File: src/rtl/pm_fn_pkg.sv
package pm_fn_pkg;
  localparam int IO_W = 16;
  localparam int EVT_N = 4;

  localparam logic [7:0] OFF_INTPIN  = 8'h3D;
  localparam logic [7:0] OFF_PM_CTL  = 8'h41;
  localparam logic [7:0] OFF_PM_LO   = 8'h48;
  localparam logic [7:0] OFF_PM_HI   = 8'h49;
  localparam logic [7:0] OFF_SMB_LO  = 8'h90;
  localparam logic [7:0] OFF_SMB_HI  = 8'h91;
  localparam logic [7:0] OFF_SMB_CTL = 8'hD2;
  localparam logic [7:0] OFF_EVT_STS = 8'hE0;
  localparam logic [7:0] OFF_EVT_EN  = 8'hE2;

  localparam int PM_EN_BIT  = 7;
  localparam int SMB_EN_BIT = 0;

  typedef enum logic [1:0] {
    EVT_TMR  = 2'd0,
    EVT_GLB  = 2'd1,
    EVT_PBTN = 2'd2,
    EVT_RTC  = 2'd3
  } evt_idx_e;
endpackage

File: src/rtl/pm_fn_cfg.sv
module pm_fn_cfg
  import pm_fn_pkg::*;
#(
  parameter int         PM_LG      = 7,
  parameter int         SMB_LG     = 4,
  parameter logic [7:0] INTPIN_RST = 8'h01
) (
  input  logic               clk,
  input  logic               rst,
  input  logic               cfg_wr,
  input  logic [7:0]         cfg_addr,
  input  logic [7:0]         cfg_wdata,
  output logic [7:0]         cfg_rdata,
  input  logic [EVT_N-1:0]   sts_in,
  output logic [EVT_N-1:0]   sts_clr,
  output logic [EVT_N-1:0]   evt_en,
  output logic [7:0]         intpin,
  output logic [IO_W-1:0]    pm_base,
  output logic               pm_en,
  output logic [IO_W-1:0]    smb_base,
  output logic               smb_en
);
  localparam logic [7:0] PM_LO_MASK  = 8'hFF << PM_LG;
  localparam logic [7:0] SMB_LO_MASK = 8'hFF << SMB_LG;
  localparam logic [7:0] IO_SPACE    = 8'h01;

  logic [IO_W-1:0]  pm_base_q, smb_base_q;
  logic [7:0]       pm_ctl_q, smb_ctl_q, intpin_q;
  logic [EVT_N-1:0] en_q;
  logic [7:0]       rd_mux;

  always_ff @(posedge clk) begin
    if (rst) begin
      pm_base_q  <= '0;
      smb_base_q <= '0;
      pm_ctl_q   <= '0;
      smb_ctl_q  <= '0;
      intpin_q   <= INTPIN_RST;
      en_q       <= '0;
    end else if (cfg_wr) begin
      case (cfg_addr)
        OFF_INTPIN:  intpin_q <= cfg_wdata;
        OFF_PM_CTL:  pm_ctl_q <= cfg_wdata;
        OFF_PM_LO:   pm_base_q[7:0]  <= cfg_wdata & PM_LO_MASK;
        OFF_PM_HI:   pm_base_q[15:8] <= cfg_wdata;
        OFF_SMB_LO:  smb_base_q[7:0]  <= cfg_wdata & SMB_LO_MASK;
        OFF_SMB_HI:  smb_base_q[15:8] <= cfg_wdata;
        OFF_SMB_CTL: smb_ctl_q <= {4'h0, cfg_wdata[3:0]};
        OFF_EVT_EN:  en_q <= cfg_wdata[EVT_N-1:0];
        default: ;
      endcase
    end
  end

  always_comb begin
    case (cfg_addr)
      OFF_INTPIN:  rd_mux = intpin_q;
      OFF_PM_CTL:  rd_mux = pm_ctl_q;
      OFF_PM_LO:   rd_mux = pm_base_q[7:0] | IO_SPACE;
      OFF_PM_HI:   rd_mux = pm_base_q[15:8];
      OFF_SMB_LO:  rd_mux = smb_base_q[7:0] | IO_SPACE;
      OFF_SMB_HI:  rd_mux = smb_base_q[15:8];
      OFF_SMB_CTL: rd_mux = smb_ctl_q;
      OFF_EVT_STS: rd_mux = {{(8-EVT_N){1'b0}}, sts_in};
      OFF_EVT_EN:  rd_mux = {{(8-EVT_N){1'b0}}, en_q};
      default:     rd_mux = 8'h00;
    endcase
  end

  always_ff @(posedge clk) begin
    if (rst) cfg_rdata <= 8'h00;
    else     cfg_rdata <= rd_mux;
  end

  assign sts_clr  = (cfg_wr && cfg_addr == OFF_EVT_STS) ? cfg_wdata[EVT_N-1:0] : '0;
  assign evt_en   = en_q;
  assign intpin   = intpin_q;
  assign pm_base  = pm_base_q;
  assign smb_base = smb_base_q;
  assign pm_en    = pm_ctl_q[PM_EN_BIT];
  assign smb_en   = smb_ctl_q[SMB_EN_BIT];
endmodule

File: src/rtl/pm_fn_window.sv
module pm_fn_window
  import pm_fn_pkg::*;
#(
  parameter int LG = 7
) (
  input  logic            clk,
  input  logic            rst,
  input  logic            strobe,
  input  logic [IO_W-1:0] addr,
  input  logic [IO_W-1:0] base,
  input  logic            en,
  output logic            hit
);
  localparam int TAG_W = IO_W - LG;

  logic [TAG_W-1:0] addr_tag, base_tag;
  assign addr_tag = addr[IO_W-1:LG];
  assign base_tag = base[IO_W-1:LG];

  always_ff @(posedge clk) begin
    if (rst) hit <= 1'b0;
    else     hit <= strobe && en && (addr_tag == base_tag);
  end
endmodule

File: src/rtl/pm_fn_sci.sv
module pm_fn_sci
  import pm_fn_pkg::*;
(
  input  logic             clk,
  input  logic             rst,
  input  logic [EVT_N-1:0] evt_set,
  input  logic [EVT_N-1:0] sts_clr,
  input  logic [EVT_N-1:0] evt_en,
  input  logic [7:0]       intpin,
  output logic [EVT_N-1:0] sts,
  output logic             sci,
  output logic             tmr_arm
);
  logic [EVT_N-1:0] sts_q;

  always_ff @(posedge clk) begin
    if (rst) sts_q <= '0;
    else     sts_q <= (sts_q & ~sts_clr) | evt_set;
  end

  logic pending;
  assign pending = |(sts_q & evt_en);
  assign sci     = pending && (intpin != 8'h00);
  assign tmr_arm = evt_en[EVT_TMR] && !sts_q[EVT_TMR];
  assign sts     = sts_q;
endmodule

File: src/rtl/pm_fn_decode.sv
module pm_fn_decode
  import pm_fn_pkg::*;
#(
  parameter int         PM_LG      = 7,
  parameter int         SMB_LG     = 4,
  parameter logic [7:0] INTPIN_RST = 8'h01
) (
  input  logic        clk,
  input  logic        rst,
  input  logic        cfg_wr,
  input  logic [7:0]  cfg_addr,
  input  logic [7:0]  cfg_wdata,
  output logic [7:0]  cfg_rdata,
  input  logic        io_strobe,
  input  logic [15:0] io_addr,
  output logic        pm_hit,
  output logic        smb_hit,
  input  logic [3:0]  evt_set,
  output logic        sci,
  output logic        tmr_arm
);
  logic [EVT_N-1:0] sts_w, sts_clr_w, evt_en_w;
  logic [7:0]       intpin_w;
  logic [IO_W-1:0]  pm_base_w, smb_base_w;
  logic             pm_en_w, smb_en_w;

  pm_fn_cfg #(.PM_LG(PM_LG), .SMB_LG(SMB_LG), .INTPIN_RST(INTPIN_RST)) cfg_i (
    .clk(clk), .rst(rst), .cfg_wr(cfg_wr), .cfg_addr(cfg_addr),
    .cfg_wdata(cfg_wdata), .cfg_rdata(cfg_rdata), .sts_in(sts_w),
    .sts_clr(sts_clr_w), .evt_en(evt_en_w), .intpin(intpin_w),
    .pm_base(pm_base_w), .pm_en(pm_en_w), .smb_base(smb_base_w),
    .smb_en(smb_en_w)
  );

  pm_fn_window #(.LG(PM_LG)) pm_win_i (
    .clk(clk), .rst(rst), .strobe(io_strobe), .addr(io_addr),
    .base(pm_base_w), .en(pm_en_w), .hit(pm_hit)
  );

  pm_fn_window #(.LG(SMB_LG)) smb_win_i (
    .clk(clk), .rst(rst), .strobe(io_strobe), .addr(io_addr),
    .base(smb_base_w), .en(smb_en_w), .hit(smb_hit)
  );

  pm_fn_sci sci_i (
    .clk(clk), .rst(rst), .evt_set(evt_set), .sts_clr(sts_clr_w),
    .evt_en(evt_en_w), .intpin(intpin_w), .sts(sts_w), .sci(sci),
    .tmr_arm(tmr_arm)
  );
endmodule

File: config.mk
export PLATFORM = sky130hd
export DESIGN_NAME = pm_fn_decode
export DESIGN_NICKNAME = d
export VERILOG_FILES = /design/src/rtl/pm_fn_pkg.sv /design/src/rtl/pm_fn_cfg.sv /design/src/rtl/pm_fn_window.sv /design/src/rtl/pm_fn_sci.sv /design/src/rtl/pm_fn_decode.sv
export SDC_FILE = /design/constraint.sdc
export NUM_CORES = 1
export LEC_CHECK = 0
export BUFFER_PORTS_ARGS = -buffer_cell sky130_fd_sc_hd__buf_2
export CAP_MARGIN = 10
export CORE_ASPECT_RATIO = 0.8
export CORE_UTILIZATION = 45
export DETAILED_ROUTE_END_ITERATION = 8
export GPL_TIMING_DRIVEN = 1
export HOLD_SLACK_MARGIN = 0.05
export MAX_ROUTING_LAYER = met4
export PLACE_DENSITY = 0.67
export SYNTH_ARGS = -nofsm -noshare
export SYNTH_HDL_FRONTEND = slang
export SYNTH_SLANG_ARGS = --single-unit
export TNS_END_PERCENT = 50
File: constraint.sdc
create_clock -name clk -period 1.9 [get_ports clk]
set_input_delay 0.19 -clock clk [delete_from_list [all_inputs] [get_ports clk]]
set_output_delay 0.19 -clock clk [all_outputs]
set_load 0.05 [all_outputs]
==> impl_metrics.csv <==
group,metric,value,unit
cts,clkLatencyLatePin,0.34,ns
die,num_io_pins,52,
die,fp.dieArea,6490,µm²
critical_path,cp.arrival,1.47,ns
grt,grt_pass1_vias,2436,
critical_path,start_kind,"flip-flop",
cells_and_area,n_antenna_cell,0,
grt,overflow,0,
routing,viasPerCell,5.75,
logic_synthesis,ys_warn_count,0,
grt,grt_pass1_wl,12.1,mm
cts,cts.sinks,59,
power,power_density,746,nW/µm²
placement,port_buffers,47,
placement,dp.cells,457,
cts,cts_buffer_depth,2,
cts,cts_setup_buffers,0,
logic_synthesis,synth_area_leaders,"dfxtp_1, a21oi_1, nand3_1",
outcome,status,"completed",
cts,cts_hold_buf,0,
logic_synthesis,syn_nets,373,
cts,cts_resized,0,
logic_synthesis,yosysUniqueCellTypes,40,
critical_path,critPathLaunch,"sci_i.sts[0]",
routing,initialDrtViolationCount,281,
logic_synthesis,yosysTopAreaCellShare,0.426,
timing,min_period,1.66,ns
grt,grt_max_degree,49,
cells_and_area,final_nets,427,
critical_path,cp_data_required_time,1.71,ns
timing,setup_slack,0.242,ns
cells_and_area,multi_input_area,1510,µm²
cts,cts.htree.levels,3,
critical_path,timing.rr.start,"cfg_i.smb_base[5]",
timing,setup_viol,0,
job,maxCapViolCount,0,
hold_path,hold_path.startpoint,"evt_set[0]",
timing,report.final.hold_viol_count,0,
die,num_rows,25,
cells_and_area,register_area,1180,µm²
die,die_width,89.8,µm
critical_path,end_kind,"primary output",
placement,place_ws,0.0586,ns
timing,rsz0062_at_grt,"no",
logic_synthesis,avgSynthCellArea,8.33,µm²
logic_synthesis,yosysTopAreaCell,"dfxtp_1",
timing,slew_headroom,0.694,
critical_path,critPathKind,"reg -> out",
cells_and_area,final_util,0.563,
logic_synthesis,seq_area_frac_synth,0.426,
grt,antenna_found_initial,0,
die,die_h,72.2,µm
logic_synthesis,synth_area,2780,µm²
routing,detail-route-antenna-nets,0,
placement,hpwl,5.29,mm
cts,cts_tree,"built",
die,coreArea,5940,µm²
timing,hold_slack,0.0589,ns
cells_and_area,final_layout_size_suffix_gt1_frac,0.223,
critical_path,worstPathMaxFanout,4,
power,peakVddDrop,523,µV
cells_and_area,final_cell_count_no_fill,472,
cells_and_area,fillers,594,
grt,grtUsageTotal,0.248,
critical_path,rrSetupSlack,0.71,ns
timing,tightest_slew,0.459,ns
routing,dr.pass1.iters,5,
cts,path_clk_slew,0.06,ns
power,p_leak,1.16,nW
routing,wl_per_cell,16.3,µm
timing,setup-tns-final,0,ns
hold_path,hold_path_class,"in -> reg",
die,start_util,0.467,
timing,final_max_slew_viol_count,0,
routing,remaining_drc_errors,0,
routing,vias,2715,
timing,timing.fmax,0.603,GHz
placement,place_congestion,0.838,
cts,cts_inserted_buffers,9,
routing,finalWirelength,7.68,mm
cells_and_area,area_growth,20.6,%
cts,root_buffer,"clkbuf_8",
timing,finClkSkew,0.00554,ns
logic_synthesis,synth-seq-cells,59,
logic_synthesis,synth_cells,333,
timing,timing.final.crit_share,0.873,
state kept, by name (all words and copies together), names as in the netlist:
name,flops
cfg_i.smb_base,12
cfg_i.pm_base,9
cfg_i.cfg_rdata,8
cfg_i.intpin,8
cfg_i.pm_ctl_q,8
cfg_i.evt_en,4
cfg_i.smb_ctl_q,4
sci_i.sts,4
pm_win_i.hit,1
smb_win_i.hit,1
cell usage in the layout (no fill, tap or decap), types with 4 or more instances in the layout:
master / count
a21oi_1: 50
a221oi_1: 4
a222oi_1: 7
a22oi_1: 6
buf_2: 47
buf_4: 13
clkbuf_8: 12
dfxtp_1: 59
mux2i_1: 8
nand2_1: 52
nand3_1: 45
nand4_1: 4
nor2_1: 18
xnor2_1: 21
layer usage:
| metal | up-vias | GRT usage | part of all wire |
|---|---|---|---|
| met2 | 115 | 0.369 | 0.46 |
| li1 | 1306 | - | - |
| met4 | 0 | 0.0565 | 0.0077 |
| met5 | - | - | 0 |
| met3 | 7 | 0.0650 | 0.072 |
| met1 | 1287 | 0.338 | 0.46 |
layout make-up:
cell class                      count  share of cell area
Timing Repair Buffer               62               0.111
Clock buffer                       14              0.0516
Inverter                            2             0.00224
Sequential cell                    59               0.353
Clock inverter                      1             0.00224
Multi-Input combinational cell    253               0.450
Tap cell                           81              0.0303
critical path: stages, from the launching register on:
cell and delay, ns:
dfxtp_1 0.34, a22o_1 0.25, a221oi_1 0.23, a21oi_1 0.08, buf_2 0.23
cell families (layout without fill, tap and decap cells):
family	count (synthesis)	count (layout)	share of synthesized area
and+or+nand+nor	147	147	0.275
xor gates and xnor gates	21	21	0.0663
AOI/OAI and AO/OA	76	76	0.168
muxes	9	9	0.0329
buffers and inverters	21	79	0.0320
DFF	59	59	0.426
per-stage QoR:
stage / cell area [µm²] / power [W]
2_1_floorplan: 2780 / 0.00137
3_3_place_gp: 3170 / 0.00146
3_5_place_dp: 3170 / 0.00147
4_1_cts: 3350 / 0.00252
5_1_grt: 3350 / 0.00259
6_report: 3350 / 0.00250
power breakdown:
group	leakage [nW]	switching [W]	internal, W
Sequential	0.476	0.00000610	0.00124
Clock	0.0888	0.000484	0.000574
Combinational	0.591	0.000118	0.0000732
Total	1.16	0.000607	0.00189
final timing paths:
kind / to / cells after the start
min reg2reg: cfg_i.pm_ctl_q[3] / 2
min: sci_i.sts[0] / 3
max reg2reg: smb_win_i.hit / 3
max: sci / 4
synth_stat cells (all sizes together):
master and count:
a2111oi 1, a21oi 50, a221oi 4, a222oi 7
a22o 1, a22oi 6, a31o 1, a31oi 2
a32oi 1, buf 8, clkbuf 11, dfxtp 59
inv 2, mux2 1, mux2i 8, nand2 52
nand2b 3, nand3 45, nand3b 3, nand4 4
nand4b 1, nand4bb 1, nor2 18, nor2b 2
nor3 7, nor4 5, nor4b 1, o21ai 1
o21bai 1, o22ai 1, or2 1, or3 1
or3b 3, xnor2 21
Note: power is estimated with default switching activity, not from simulation.
